$ cat src/rtl/lcc_pkg.sv
package lcc_pkg;
  localparam int DATA_W = 16;
  localparam int RATE_W = 3;

  // control word as seen on data_i[11:0]
  typedef struct packed {
    logic [1:0]        clr_code;   // [11:10]
    logic              clr_one;    // [9]
    logic              clr_all;    // [8]
    logic              cnt_rst;    // [7]
    logic              wr_sel;     // [6]
    logic              irq_en;     // [5]
    logic              mreset;     // [4]
    logic              rate_load;  // [3]
    logic [RATE_W-1:0] rate;       // [2:0]
  } ctrl_t;

  localparam int CTRL_W = $bits(ctrl_t);
  localparam int ST_OK_BIT = DATA_W - 1;
endpackage

$ cat src/rtl/lcc_tick_div.sv
module lcc_tick_div #(
  parameter int RATE_W   = 3,
  parameter int BASE_DIV = 4
) (
  input  logic              clk,
  input  logic              rst_n,
  input  logic              clear_i,
  input  logic              load_i,
  input  logic [RATE_W-1:0] rate_i,
  output logic [RATE_W-1:0] rate_o,
  output logic              tick_o
);
  localparam int NRATE = 1 << RATE_W;
  localparam int MAX_P = BASE_DIV << (NRATE - 2);
  localparam int DIV_W = $clog2(MAX_P) + 1;

  logic [DIV_W-1:0] period [NRATE];

  genvar g;
  generate
    for (g = 0; g < NRATE; g++) begin : g_period
      if (g == 0) begin : g_stop
        assign period[g] = '0;
      end else begin : g_run
        assign period[g] = DIV_W'(BASE_DIV << (g - 1));
      end
    end
  endgenerate

  logic [RATE_W-1:0] rate_q, rate_d;
  logic [DIV_W-1:0]  div_q, div_d;
  logic              en;
  logic              run, at_end;

  assign run    = (rate_q != '0);
  assign at_end = run && (div_q == period[rate_q] - 1'b1);
  assign tick_o = at_end && !load_i && !clear_i;
  assign rate_o = rate_q;

  always_comb begin
    rate_d = rate_q;
    div_d  = div_q;
    en     = 1'b0;
    if (clear_i) begin
      rate_d = '0;
      div_d  = '0;
      en     = 1'b1;
    end else if (load_i) begin
      rate_d = rate_i;
      div_d  = '0;
      en     = 1'b1;
    end else if (run) begin
      div_d = at_end ? '0 : div_q + 1'b1;
      en    = 1'b1;
    end
  end

  always_ff @(posedge clk or negedge rst_n) begin
    if (!rst_n) begin
      rate_q <= '0;
      div_q  <= '0;
    end else if (en) begin
      rate_q <= rate_d;
      div_q  <= div_d;
    end
  end

  assert_stopped_no_tick_R2: assert property (@(posedge clk) disable iff (!rst_n)
    (rate_q == '0) |-> !tick_o);
  assert_restart_R2: assert property (@(posedge clk) disable iff (!rst_n)
    (load_i && !clear_i) |=> (div_q == '0 && rate_q == $past(rate_i)));
endmodule

$ cat src/rtl/lcc_count_cmp.sv
module lcc_count_cmp #(
  parameter int COUNT_W = 24,
  parameter int LIM_W   = 16
) (
  input  logic             clk,
  input  logic             rst_n,
  input  logic             clear_i,
  input  logic             tick_i,
  input  logic             wr_i,
  input  logic             wr_sel_i,
  input  logic             cnt_rst_i,
  input  logic [LIM_W-1:0] wdata_i,
  output logic [LIM_W-1:0] cnt_lo_o,
  output logic             hit_o
);
  logic [COUNT_W-1:0] count_q, count_d, count_inc;
  logic [LIM_W-1:0]   limit_q, limit_d;
  logic               count_en, limit_en;
  logic               tick_use, match;

  assign count_inc = count_q + 1'b1;
  assign match     = (count_inc == COUNT_W'(limit_q));
  assign tick_use  = tick_i && !wr_i && !clear_i;
  assign hit_o     = tick_use && match;
  assign cnt_lo_o  = count_q[LIM_W-1:0];

  always_comb begin
    count_d  = count_q;
    count_en = 1'b0;
    limit_d  = limit_q;
    limit_en = 1'b0;
    if (clear_i) begin
      count_d  = '0;
      count_en = 1'b1;
      limit_d  = '0;
      limit_en = 1'b1;
    end else if (wr_i) begin
      if (wr_sel_i) begin
        count_d  = '0;
        count_en = 1'b1;
      end else begin
        limit_d  = wdata_i;
        limit_en = 1'b1;
      end
    end else if (tick_use) begin
      count_d  = (match && cnt_rst_i) ? '0 : count_inc;
      count_en = 1'b1;
    end
  end

  always_ff @(posedge clk or negedge rst_n) begin
    if (!rst_n) begin
      count_q <= '0;
    end else if (count_en) begin
      count_q <= count_d;
    end
  end

  always_ff @(posedge clk or negedge rst_n) begin
    if (!rst_n) begin
      limit_q <= '0;
    end else if (limit_en) begin
      limit_q <= limit_d;
    end
  end

  assert_count_clear_R7: assert property (@(posedge clk) disable iff (!rst_n)
    (wr_i && wr_sel_i && !clear_i) |=> (count_q == '0));
  assert_limit_load_R7: assert property (@(posedge clk) disable iff (!rst_n)
    (wr_i && !wr_sel_i && !clear_i) |=> (limit_q == $past(wdata_i)));
  assert_count_step_R8: assert property (@(posedge clk) disable iff (!rst_n)
    (tick_i && !wr_i && !clear_i && !hit_o) |=> (count_q == $past(count_q) + 1'b1));
  assert_hit_restart_R8: assert property (@(posedge clk) disable iff (!rst_n)
    (hit_o && cnt_rst_i) |=> (count_q == '0));
endmodule

$ cat src/rtl/lcc_irq_ctl.sv
module lcc_irq_ctl (
  input  logic       clk,
  input  logic       rst_n,
  input  logic       clear_i,
  input  logic       ctl_i,
  input  logic       clr_all_i,
  input  logic       clr_one_i,
  input  logic [1:0] clr_code_i,
  input  logic       irq_en_i,
  input  logic       setint_i,
  input  logic       poll_i,
  input  logic       eoi_i,
  input  logic       hit_i,
  output logic       lim_o,
  output logic       lost_o,
  output logic       sys_o,
  output logic       req_o,
  output logic       act_o
);
  logic lim_q, lost_q, sys_q, req_q, act_q;
  logic lim_d, lost_d, sys_d, req_d, act_d;
  logic take, recompute;

  assign take      = poll_i && req_q;
  assign recompute = eoi_i || ((ctl_i || hit_i) && !act_q);

  always_comb begin
    lim_d  = lim_q;
    lost_d = lost_q;
    sys_d  = sys_q;
    if (clear_i) begin
      lim_d  = 1'b0;
      lost_d = 1'b0;
      sys_d  = 1'b0;
    end else begin
      if (ctl_i) begin
        if (clr_all_i) begin
          lim_d  = 1'b0;
          lost_d = 1'b0;
          sys_d  = 1'b0;
        end else if (clr_one_i) begin
          case (clr_code_i)
            2'd1:    lim_d  = 1'b0;
            2'd2:    lost_d = 1'b0;
            2'd3:    sys_d  = 1'b0;
            default: ;
          endcase
        end
      end
      if (setint_i) sys_d = 1'b1;
      if (hit_i) begin
        if (lim_d) lost_d = 1'b1;
        lim_d = 1'b1;
      end
    end
  end

  always_comb begin
    req_d = req_q;
    act_d = act_q;
    if (clear_i) begin
      req_d = 1'b0;
      act_d = 1'b0;
    end else if (take) begin
      req_d = 1'b0;
      act_d = 1'b1;
    end else if (setint_i) begin
      req_d = 1'b1;
    end else if (recompute) begin
      act_d = 1'b0;
      req_d = ((lim_d || lost_d) && irq_en_i) || sys_d;
    end
  end

  always_ff @(posedge clk or negedge rst_n) begin
    if (!rst_n) begin
      lim_q  <= 1'b0;
      lost_q <= 1'b0;
      sys_q  <= 1'b0;
      req_q  <= 1'b0;
      act_q  <= 1'b0;
    end else begin
      lim_q  <= lim_d;
      lost_q <= lost_d;
      sys_q  <= sys_d;
      req_q  <= req_d;
      act_q  <= act_d;
    end
  end

  assign lim_o  = lim_q;
  assign lost_o = lost_q;
  assign sys_o  = sys_q;
  assign req_o  = req_q;
  assign act_o  = act_q;

  assert_lost_needs_limit_R9: assert property (@(posedge clk) disable iff (!rst_n)
    $rose(lost_q) |-> $past(lim_q));
  assert_poll_take_R11: assert property (@(posedge clk) disable iff (!rst_n)
    (poll_i && req_q && !clear_i) |=> (act_q && !req_q));
  assert_setint_R12: assert property (@(posedge clk) disable iff (!rst_n)
    (setint_i && !clear_i && !take) |=> (sys_q && req_q));
  assert_eoi_clears_active_R10: assert property (@(posedge clk) disable iff (!rst_n)
    (eoi_i && !clear_i && !poll_i && !setint_i) |=> !act_q);
  assert_clear_all_R4: assert property (@(posedge clk) disable iff (!rst_n)
    (ctl_i && clr_all_i && !hit_i && !setint_i) |=> (!lim_q && !lost_q && !sys_q));
endmodule

$ cat src/rtl/lcc_clock_if.sv
module lcc_clock_if
  import lcc_pkg::*;
#(
  parameter int          COUNT_W  = 24,
  parameter int          BASE_DIV = 4,
  parameter logic [15:0] DEV_NUM  = 16'h0005
) (
  input  logic              clk,
  input  logic              rst_n,
  input  logic              ctl_stb_i,
  input  logic              stat_stb_i,
  input  logic              rd_stb_i,
  input  logic              wr_stb_i,
  input  logic              setint_stb_i,
  input  logic              eoi_stb_i,
  input  logic              poll_i,
  input  logic [DATA_W-1:0] data_i,
  output logic [DATA_W-1:0] data_o,
  output logic              irq_req_o,
  output logic              int_ack_o,
  output logic              poll_o
);
  // reset: asserted asynchronously, released on the clock
  logic [1:0] rst_pipe;
  logic       rst_sn;

  always_ff @(posedge clk or negedge rst_n) begin
    if (!rst_n) rst_pipe <= 2'b00;
    else        rst_pipe <= {rst_pipe[0], 1'b1};
  end
  assign rst_sn = rst_pipe[1];

  ctrl_t cw;
  logic  mr, rate_ld, ctl_plain;
  logic  en_q, sel_q, crst_q;
  logic  en_d, sel_d, crst_d, ctrl_en;

  assign cw        = ctrl_t'(data_i[CTRL_W-1:0]);
  assign rate_ld   = ctl_stb_i && cw.rate_load;
  assign mr        = ctl_stb_i && !cw.rate_load && cw.mreset;
  assign ctl_plain = ctl_stb_i && !mr;

  always_comb begin
    en_d    = en_q;
    sel_d   = sel_q;
    crst_d  = crst_q;
    ctrl_en = 1'b0;
    if (mr) begin
      en_d    = 1'b0;
      sel_d   = 1'b0;
      crst_d  = 1'b0;
      ctrl_en = 1'b1;
    end else if (ctl_stb_i) begin
      en_d    = cw.irq_en;
      sel_d   = cw.wr_sel;
      crst_d  = cw.cnt_rst;
      ctrl_en = 1'b1;
    end
  end

  always_ff @(posedge clk or negedge rst_sn) begin
    if (!rst_sn) begin
      en_q   <= 1'b0;
      sel_q  <= 1'b0;
      crst_q <= 1'b0;
    end else if (ctrl_en) begin
      en_q   <= en_d;
      sel_q  <= sel_d;
      crst_q <= crst_d;
    end
  end

  logic [RATE_W-1:0] rate;
  logic              tick, hit;
  logic [DATA_W-1:0] cnt_lo;
  logic              lim, lost, sys, req, act;

  lcc_tick_div #(.RATE_W(RATE_W), .BASE_DIV(BASE_DIV)) u_div (
    .clk(clk), .rst_n(rst_sn), .clear_i(mr), .load_i(rate_ld),
    .rate_i(cw.rate), .rate_o(rate), .tick_o(tick)
  );

  lcc_count_cmp #(.COUNT_W(COUNT_W), .LIM_W(DATA_W)) u_cnt (
    .clk(clk), .rst_n(rst_sn), .clear_i(mr), .tick_i(tick),
    .wr_i(wr_stb_i), .wr_sel_i(sel_q), .cnt_rst_i(crst_q),
    .wdata_i(data_i), .cnt_lo_o(cnt_lo), .hit_o(hit)
  );

  lcc_irq_ctl u_irq (
    .clk(clk), .rst_n(rst_sn), .clear_i(mr), .ctl_i(ctl_plain),
    .clr_all_i(cw.clr_all), .clr_one_i(cw.clr_one), .clr_code_i(cw.clr_code),
    .irq_en_i(en_d), .setint_i(setint_stb_i), .poll_i(poll_i),
    .eoi_i(eoi_stb_i), .hit_i(hit),
    .lim_o(lim), .lost_o(lost), .sys_o(sys), .req_o(req), .act_o(act)
  );

  logic [DATA_W-1:0] status;
  always_comb begin
    status            = '0;
    status[ST_OK_BIT] = 1'b1;
    status[RATE_W-1:0] = rate;
    status[3]         = lim;
    status[4]         = lost;
    status[5]         = sys;
    status[6]         = sel_q;
    status[7]         = crst_q;
  end

  always_comb begin
    data_o = '0;
    if (stat_stb_i)          data_o = status;
    else if (rd_stb_i)       data_o = cnt_lo;
    else if (poll_i && req)  data_o = DEV_NUM;
  end

  assign irq_req_o = req;
  assign int_ack_o = poll_i && req;
  assign poll_o    = poll_i && !req;

  assert_single_strobe_R10: assert property (@(posedge clk) disable iff (!rst_sn)
    $onehot0({ctl_stb_i, stat_stb_i, rd_stb_i, wr_stb_i, setint_stb_i, eoi_stb_i, poll_i}));
  assert_mreset_R3: assert property (@(posedge clk) disable iff (!rst_sn)
    mr |=> (rate == '0 && !en_q && !sel_q && !crst_q && !irq_req_o));
  assert_active_holds_R10: assert property (@(posedge clk) disable iff (!rst_sn)
    (act && !eoi_stb_i && !mr) |=> act);
endmodule

$ cat config.mk
export PLATFORM = sky130hd
export DESIGN_NAME = lcc_clock_if
export DESIGN_NICKNAME = d
export VERILOG_FILES = /design/src/rtl/lcc_pkg.sv /design/src/rtl/lcc_tick_div.sv /design/src/rtl/lcc_count_cmp.sv /design/src/rtl/lcc_irq_ctl.sv /design/src/rtl/lcc_clock_if.sv
export SDC_FILE = /design/constraint.sdc
export NUM_CORES = 1
export LEC_CHECK = 0
export CAP_MARGIN = 0
export CORE_MARGIN = 1
export CORE_UTILIZATION = 50
export DETAILED_ROUTE_END_ITERATION = 16
export GPL_TIMING_DRIVEN = 0
export PLACE_DENSITY = 0.72
export SETUP_SLACK_MARGIN = 0.05
export SLEW_MARGIN = 40
export SYNTH_ARGS = -nofsm -noshare
export SYNTH_HDL_FRONTEND = slang
export SYNTH_SLANG_ARGS = --single-unit
$ cat constraint.sdc
create_clock -name clk -period 2.2 [get_ports clk]
set_input_delay 0.66 -clock clk [delete_from_list [all_inputs] [get_ports clk]]
set_output_delay 0.66 -clock clk [all_outputs]
set_load 0.005 [all_outputs]
### After elaboration in Yosys (flattened, before gate mapping)

Memory sizes are Yosys's and may differ from the RTL's.
Index checks and enable logic that the tools add are counted.

| word-level totals | value |
|---|---|
| bits in registers | 62 |
| bits in latches | 0 |
| memory bits (writable) | 0 |
| ROM bits | 72 |
| input port bits | 25 |
| output and inout port bits | 19 |
| word-level logic and storage cells | 131 |
| memories kept | 1 |

| cells by class | value |
|---|---|
| $add $sub $neg | 3 |
| multiply operators | 0 |
| div/mod/pow operators | 0 |
| $lt $le $gt $ge | 1 |
| equal/unequal tests | 8 |
| shift-type cells | 0 |
| multiplexer cells | 65 |
| bitwise operators | 1 |
| reductions and logical operators | 39 |

Memory list:

| memory | depth | bits a word | rd ports | clocked after memory_dff | wr ports | line | RTL |
|---|---|---|---|---|---|---|---|
| (no name shown) | 8 | 9 | 1 | 0 | 0 | lcc_tick_div.sv:36 | `assign at_end = run && (div_q == period[rate_q] - 1'b1);` |

Operators with widths:

| operator | number |
|---|---|
| $mux W24 | 5 |
| $mux W16 | 5 |
| $mux W9 | 6 |
| $mux W1 | 46 |
| $add A24 B1 Y24 const B | 1 |
| $eq A24 B16 Y1 | 1 |
| $logic_and A1 B1 Y1 | 15 |
| $reduce_bool A3 Y1 | 4 |
| $add A9 B1 Y9 const B | 1 |
| $eq A9 B9 Y1 | 1 |
| $mux W3 | 3 |
| $sub A9 B1 Y9 const B | 1 |
| $reduce_and A2 Y1 | 4 |
| $logic_not A1 Y1 | 6 |
| $ne A3 B1 Y1 const B | 2 |
| $reduce_and A3 Y1 | 2 |
| $reduce_bool A2 Y1 | 3 |
| $eq A2 B2 Y1 const B | 2 |
| $ge A4 B4 Y1 const B | 1 |
| $logic_or A1 B1 Y1 | 4 |
| $not A3 Y4 | 1 |
| $reduce_bool A4 Y1 | 1 |
| $eq A2 B1 Y1 const B | 1 |
| $ne A2 B1 Y1 const B | 1 |

### Logic depth before layout (Yosys ltp)

Gate-level depths: netlist (run 1).

| depth | value |
|---|---|
| depth in word-level cells | 21 |
| gate-level depth with buffers | 14 |
| depth with buffers taken out | 11 |

### Modules after synthesis

From an unflattened synthesis (run 1), not the netlist that was laid out.

| unflattened totals | value |
|---|---|
| cell total of the unflattened synthesis | 544 |
| area total of the unflattened synthesis | 4619.4 um^2 |

By module, submodules not included:

| module | times used | cells each | area an instance (um^2) | sequential area each (um^2) |
|---|---|---|---|---|
| lcc_count_cmp | 1 | 339 | 2840.2 | 1001.0 |
| lcc_tick_div | 1 | 126 | 1077.3 | 300.3 |
| lcc_clock_if | 1 | 49 | 405.4 | 125.1 |
| lcc_irq_ctl | 1 | 30 | 296.5 | 125.1 |

### Worst setup path after synthesis (run 1)

Ideal clock, no wire load.

| timing path | value |
|---|---|
| kind | reg2reg |
| start point | register u_div.rate_q[2], in the netlist u_div.rate_o[2] |
| end point | register u_cnt.count_q[16] |
| library setup time | 79 ps |
| data arrival time | 2796 ps |
| data required time | 2121 ps |
| path slack | -676 ps |
| stages on the path, launching flop included | 15 |
| path buffers | 3 |
| period minus slack after synthesis | 2876 ps |
| path through | dfrtp_1 -> buf_2 -> inv_1 -> nand3_1 -> ha_1 -> nor2b_1 -> a21oi_1 -> mux2_2 -> nor4_1 -> nand2b_1 -> a31oi_4 -> buf_6 -> buf_6 -> nand3_1 -> mux2i_1 |

| between the ends | value |
|---|---|
| cells in the longest elaborated chain, start to end | 15 |
| elaborated cells on any way between the ends | 17 |
| those cells by class | add/sub (1); eq/ne (1); mux (5); bitwise (1); reduce/logical (8); memory (1) |

Ends and longest elaborated chain:

| item | line | RTL |
|---|---|---|
| from (decl) | lcc_tick_div.sv:30 | `logic [RATE_W-1:0] rate_q, rate_d;` |
| from (signal assigned) | lcc_tick_div.sv:63 | `rate_q <= rate_d;` |
| $not A3 Y4 (not written as such) | lcc_tick_div.sv:36 |  |
| $mem_v2 Z8 W9 | n/a |  |
| $mux W9 (not written as such) (2 in a row) | lcc_tick_div.sv:36 |  |
| $sub A9 B1 Y9 | lcc_tick_div.sv:36 |  |
| $eq A9 B9 Y1 | lcc_tick_div.sv:36 |  |
| $logic_and A1 B1 Y1 * | lcc_tick_div.sv:36 |  |
| $logic_and A1 B1 Y1 * (2 in a row) | lcc_tick_div.sv:37 | `assign tick_o = at_end && !load_i && !clear_i;` |
| $logic_and A1 B1 Y1 * (2 in a row) | lcc_count_cmp.sv:23 | `assign tick_use = tick_i && !wr_i && !clear_i;` |
| $mux W1 | lcc_count_cmp.sv:45 | `end else if (tick_use) begin` |
| $mux W1 | lcc_count_cmp.sv:37 | `end else if (wr_i) begin` |
| $mux W1 | lcc_count_cmp.sv:32 | `if (clear_i) begin` |
| $reduce_and A3 Y1 (no line) * | n/a |  |
| to (signal assigned) | lcc_count_cmp.sv:55 | `count_q <= count_d;` |
| to (decl) | lcc_count_cmp.sv:16 | `logic [COUNT_W-1:0] count_q, count_d, count_inc;` |

Every way passes the cells marked *; elsewhere a longest branch is shown, timed or not. The select of a mux whose other input is x is not followed.
A chain may end at the register's enable or synchronous reset.

### Worst setup path in the final report (run 1)

| timing path | value |
|---|---|
| start point | register u_div.rate_q[2], in the netlist u_div.rate_o[2] |
| end point | register u_cnt.count_q[8] |

The elaborated chain is that of the path after synthesis.

==> metrics.txt, run 1 <==
Final Worst Setup Slack=-0.866 ns; Clk Latency, worst-skew pair=0.36 ns; DR pass1 iterations=5; maximum clock frequency=326 MHz; Worst R2R Setup Slack=-0.87 ns; CTS sink count=62; Routed Antenna Nets=0; failing checks=setup timing; met1 usage=40.4%; Syn Std Cell Area=0.00413 mm²; period utilization=139%; Avg Inst Size Synth=8.30 µm²; clock network power share=34.5%; # DRC=0; global route hottest layer=met2; Net Sw Power=1.02 mW; Final #Nets=657; CP startpoint=u_div.rate_o[2]$_DFFE_PN0P_; final hold viol count=0; Worst Tran Pin Value=0.498 ns; pwr dens=513 mW/mm²; most frequent cells in the layout=84 x nand2_1, 67 x buf_4, 55 x dfrtp_1, 33 x a21oi_1, 24 x a31oi_1; first-pass GRT wire length=22,200 µm; number of enable flip-flop cells after synthesis=0; FF+latch count, synth=62; Area Overhead vs Synth=47.4%; Critical Path End Type=flop; aggregate routed wire length=14,500 µm; met3 layer usage reported by global route=7.39%; combinational share of power=23.6%; Worst Path Required=2.43 ns; crit path DAT=3.29 ns; last element of the critical path=u_cnt.count_q[8]$_DFFE_PN0P_; startpoint types=flop; Slew HR=66.7%; sequential element share of the synthesized area=37.5%; worst reg2reg path depth=12; highest net fanout along the worst path=10; library cells used by synthesis=67; clock buffer depth=2; Reg2Reg Launch Point=u_div.rate_o[2]$_DFFE_PN0P_; Syn Nets=528; Tot Pwr=3.13 mW; routed vias=4,620; GRT overflow=0; total internal power=2.11 mW; Worst Hold Class=reg2async; core box area=0.00785 mm²; cell area after layout=0.00609 mm²; cells after synthesis=498; Post-CTS Hold Fix Bufs=0; H-tree depth=3; n_diodes=0; placed instance area=0.00479 mm²; Root Buffer Master=clkbuf_8; Die H=92.9 µm; HPWL after detailed placement=8070 µm; wire length per cell=19.8 µm; Top FF cell, synth=dfrtp_1; drt initial violations=329; die area=0.00864 mm²; number of global-route vias before repair=4,542; RSZ-0062 raised after global routing=true; layout cell share with drive strength beyond 1=31.5%; met2 Use GR=55.0%; Horiz. Die Dim=92.9 µm; gr usage total=33.4%; switching part of the total=32.5%; initial core utilization=52.7%; Slew Viols, Final=0; Crit Reg-Reg Endpoint=u_cnt.count_q[8]$_DFFE_PN0P_; routability cong.=0.934; max-capacitance violation count=0; Inserted Clock Buffers=9; fin crit period=3.07 ns; routed vias/inst=6.29; Max IR drop VDD=0.377 mV; clock-pin slew of the registers on the worst-case setup and hold paths=0.08 ns; CTS tree=done; skew final=0.00756 ns; commonest non-fill, non-tap cell in the layout=nand2_1; P_leak=2.70 nW; outcome=finished, violations left; ys async rst share=100%; # setup viols final=36; largest net degree at the start of global routing=33; standard-cell rows=32; sequential cell fraction of total power=41.9%; synth warn=0; io pins=44; IO buf count=42; critical path type=reg2reg; initial antenna violation count=0
[flip-flops by register name, summed over array words and instances, names as in the netlist]
| signal | flops |
|---|---|
| u_irq.lost_o | 1 |
| u_irq.act_o | 1 |
| u_irq.req_o | 1 |
| u_div.div_q | 9 |
| crst_q | 1 |
| u_cnt.count_q | 24 |
| rst_pipe | 2 |
| sel_q | 1 |
| u_div.rate_o | 3 |
| u_cnt.limit_q | 16 |
| u_irq.sys_o | 1 |
| en_q | 1 |
| u_irq.lim_o | 1 |
[power groups by stage]
stage / sequential (mW) / clock [mW] / combinational, mW
final: 1.31 / 1.08 / 0.739
after global routing: 1.32 / 1.13 / 0.797
after CTS: 1.30 / 1.08 / 0.662
after detailed placement: 1.33 / 0 / 0.550
after global placement: 1.34 / 0 / 0.525
after floorplan: 1.31 / 0 / 0.366
[per-stage QoR]
step / setup WS (ns) / utilization, % / setup TNS, ns / hold slack (ns) / cells
6_report: -0.866 / 77.7 / -24.40 / 0.289 / 734
5_1_grt: -0.988 / 77.7 / -28.50 / 0.337 / 734
4_1_cts: -0.621 / 74.2 / -17.06 / 0.308 / 721
3_5_place_dp: -1.12 / 61.1 / -47.11 / 0.302 / 643
3_3_place_gp: -1.12 / 60.8 / -73.37 / 0.342 / 642
2_1_floorplan: -0.506 / - / -13.72 / 0.331 / 498
[worst min-delay path by stage]
stage | end | depth (start not counted)
2_1_floorplan | rst_pipe[1]$_DFF_PN0_ | 0
3_3_place_gp | rst_pipe[1]$_DFF_PN0_ | 0
3_5_place_dp | u_irq.lost_o$_DFF_PN0_ | 0
4_1_cts | u_irq.lost_o$_DFF_PN0_ | 0
5_1_grt | u_irq.lost_o$_DFF_PN0_ | 0
6_report | u_irq.lost_o$_DFF_PN0_ | 0
[synthesized netlist by cell type (6+ instances only)]
library cell | number | area, µm²
nor3_1 | 6 | 30.0
nor2b_1 | 11 | 68.8
dfrtp_1 | 62 | 1550
nand3_1 | 24 | 120
and2_1 | 12 | 75.1
xnor2_1 | 17 | 149
a21oi_1 | 37 | 185
nor2_1 | 17 | 63.8
o21ai_0 | 29 | 145
nand4_1 | 8 | 50.1
nand2b_1 | 9 | 56.3
xor2_1 | 11 | 96.3
a31oi_1 | 25 | 156
inv_1 | 13 | 48.8
buf_2 | 13 | 65.1
clkbuf_1 | 18 | 67.6
nand2_1 | 87 | 327
a21o_1 | 6 | 45.0
[area by class of cell]
type                            instances  area, µm²
Sequential cell                        62       1560
Timing Repair Buffer                  122       1110
Clock inverter                          7       81.3
Inverter                               13       58.8
Multi-Input combinational cell        386       2750
Clock buffer                            9        124
Buffer                                 33        278
Tap cell                              102        128
Fill cell                             503       1750
[critical path: stages (launching register included)]
cell      delay (ns)
dfrtp_2         0.42
buf_6           0.13
inv_8           0.06
nand3_4         0.08
ha_4            0.28
xor2_2          0.20
nand3_1         0.10
mux2_4          0.31
nor4_4          0.29
nand2b_1        0.17
nand2_1         0.36
clkbuf_2        0.37
a31oi_1         0.17
[repair_timing]
| action | 4_1_cts | 5_1_grt |
|---|---|---|
| endpoints found under the setup margin | 54 | 48 |
| gates cloned | 3 | 0 |
| pin swaps | 25 | 24 |
| buffers inserted | 62 | 15 |
| resized for setup | 121 | 48 |
[logic make-up after synthesis]
kind of cell	count (synthesis)	synth area share, %
xor+xnor	28	5.93
buf+inv	50	5.48
other cells	1	0.0907
flops	62	37.5
mux	5	1.27
compound gates	137	21.4
fa+ha+maj	5	1.51
simple gates	210	26.8
[per-layer routing]
metal  share of wire [%]  vias to the layer above
met4                 5.1                        0
met1                  38                     2201
met3                 8.5                       82
li1                    -                     2043
met2                  48                      294
met5                   0                        -
Note: power is estimated with default switching activity, not from simulation.
==> run 2, diff against run 1 <==
--- a/config.mk
+++ b/config.mk
@@ -7,11 +7,11 @@
 export LEC_CHECK = 0
 export CAP_MARGIN = 0
 export CORE_MARGIN = 1
-export CORE_UTILIZATION = 50
+export CORE_UTILIZATION = 40
 export DETAILED_ROUTE_END_ITERATION = 16
 export GPL_TIMING_DRIVEN = 0
-export PLACE_DENSITY = 0.72
-export SETUP_SLACK_MARGIN = 0.05
+export SETUP_SLACK_MARGIN = 0.15
+export SKIP_CTS_REPAIR_TIMING = 1
 export SLEW_MARGIN = 40
 export SYNTH_ARGS = -nofsm -noshare
 export SYNTH_HDL_FRONTEND = slang
==> metrics.txt, run 2 (synthesis gave the netlist of run 1 again) <==
# DRC=0; n_diodes=0; met2 Use GR=37.4%; DR pass1 iterations=5; non-filler cells, final=755; placed instance area=0.00483 mm²; number of global-route vias before repair=3,865; P_leak=2.77 nW; IO buf count=42; initial core utilization=41.7%; pwr dens=496 mW/mm²; H-tree depth=3; Slowest-stage cell, CP=dfrtp_2; biggest regs=u_cnt.count_q (24), u_cnt.limit_q (16), u_div.div_q (9); io pins=44; largest net degree at the start of global routing=36; failing checks=setup timing; final hold viol count=0; wire length per cell=17.4 µm; Final Worst Setup Slack=-0.822 ns; skew final=0.00904 ns; Worst Tran Pin Value=0.509 ns; Max stage delay on crit path=0.43 ns; Inserted Clock Buffers=9; RSZ-0062 raised after global routing=true; maximum clock frequency=331 MHz; largest reg by FF count=u_cnt.count_q; # setup viols final=36; cell area after layout=0.00596 mm²; CP Cell Sequence=buf_8 > inv_8 > nand3_4 > ha_4 > xnor2_4 > mux2i_2 > o32ai_4 > nor4_4 > nand2b_4 > a31oi_4 > buf_4 > buf_6 > a21oi_1 > a31oi_1; Max IR drop VDD=0.318 mV; global route hottest layer=met2; startpoint types=flop; Largest register FFs=24; Worst Path Required=2.46 ns; Root Buffer Master=clkbuf_8; commonest non-fill, non-tap cell in the layout=nand2_1; aggregate routed wire length=13,200 µm; drt initial violations=201; routability cong.=0.858; HPWL after detailed placement=8490 µm; Crit path max-delay family=compound AO/OA/AOI/OAI gates; Final #Nets=647; met3 layer usage reported by global route=3.52%; # fillers=872; Die H=104 µm; GRT overflow=0; standard-cell rows=36; CTS tree=done; first-pass GRT wire length=19,400 µm; initial antenna violation count=0; Slew HR=66.1%; Worst Hold Class=reg2async; fin crit period=3.02 ns; Setup Total Neg Slack=-23.79 ns; most frequent cells in the layout=80 x nand2_1, 55 x dfrtp_1, 54 x buf_4, 26 x a21oi_1, 25 x a31oi_1; Slew Viols, Final=0; Horiz. Die Dim=104 µm; critical path type=reg2reg; clock-pin slew of the registers on the worst-case setup and hold paths=0.08 ns; Area Overhead vs Synth=44.3%; met1 usage=29.1%; WP buf/inv=4; layout cell share with drive strength beyond 1=30.1%; routed vias/inst=5.65; outcome=finished, violations left; highest net fanout along the worst path=7; Critical Path End Type=flop; clock buffer depth=2; crit path DAT=3.28 ns; core box area=0.00991 mm²; die area=0.0107 mm²; CTS sink count=62; dpl cells=674; period utilization=137%; gr usage total=22.4%; max-capacitance violation count=0; routed vias=4,268; Clk Latency, worst-skew pair=0.35 ns; Routed Antenna Nets=0
==> run 2: final timing paths <==
kind	endpoint	slack [ns]	cells after the start	start
worst max register to register	u_cnt.count_q[15]$_DFFE_PN0P_	-0.82	14	u_div.rate_o[2]$_DFFE_PN0P_
max in group asynchronous	u_cnt.count_q[6]$_DFFE_PN0P_	1.42	1	rst_pipe[1]$_DFF_PN0_
worst min-delay path	u_cnt.limit_q[11]$_DFFE_PN0P_	0.25	0	rst_pipe[1]$_DFF_PN0_
worst max-delay path	u_cnt.count_q[15]$_DFFE_PN0P_	-0.82	14	u_div.rate_o[2]$_DFFE_PN0P_
worst min register to register	u_cnt.limit_q[11]$_DFFE_PN0P_	0.25	0	rst_pipe[1]$_DFF_PN0_
min in group clk	rst_pipe[1]$_DFF_PN0_	0.36	0	rst_pipe[0]$_DFF_PN0_
==> run 2: where the power goes <==
group / total [mW] / switching, mW / leakage, nW / internal [mW]
Sequential: 1.30 / 0.0874 / 0.814 / 1.22
Clock: 0.956 / 0.512 / 0.0853 / 0.445
Combinational: 0.695 / 0.354 / 1.87 / 0.341
==> run 2: cell type report <==
| cell class | count | area, µm² | area share, % |
|---|---|---|---|
| multi-input combinational | 387 | 2690 | 45.1 |
| sequential | 62 | 1560 | 26.2 |
| timing repair buffer | 107 | 1000 | 16.8 |
| buffer | 37 | 302 | 5.06 |
| tap | 133 | 166 | 2.79 |
| clock buffer | 10 | 138 | 2.31 |
| inverter | 13 | 58.8 | 0.986 |
| clock inverter | 6 | 45.0 | 0.755 |
==> run 2: stage by stage <==
stage	total power [mW]	util, %	hold WS, ns	setup slack [ns]
5_1_grt	3.08	60.2	0.289	-0.931
3_3_place_gp	1.87	48.5	0.337	-1.23
2_1_floorplan	1.67	-	0.331	-0.506
6_report	2.96	60.2	0.245	-0.822
3_5_place_dp	1.89	48.8	0.256	-1.26
4_1_cts	2.84	50.6	0.262	-1.04
==> run 2: metal layers <==
layer	up-vias	part of all wire, %
li1	2034	-
met4	0	2.7
met3	30	4.8
met5	-	0
met2	128	49
met1	2076	44
==> run 2: worst register-to-register path: cells and delay by family (launching register included) <==
| family | cells | cell delay, ns |
|---|---|---|
| AO/OA/AOI/OAI | 4 | 0.74 |
| flip-flops | 1 | 0.43 |
| multiplexers | 1 | 0.32 |
| adder cells (fa/ha/maj) | 1 | 0.19 |
| buffers and inverters | 4 | 0.50 |
| XOR/XNOR | 1 | 0.18 |
| AND/OR/NAND/NOR | 3 | 0.58 |
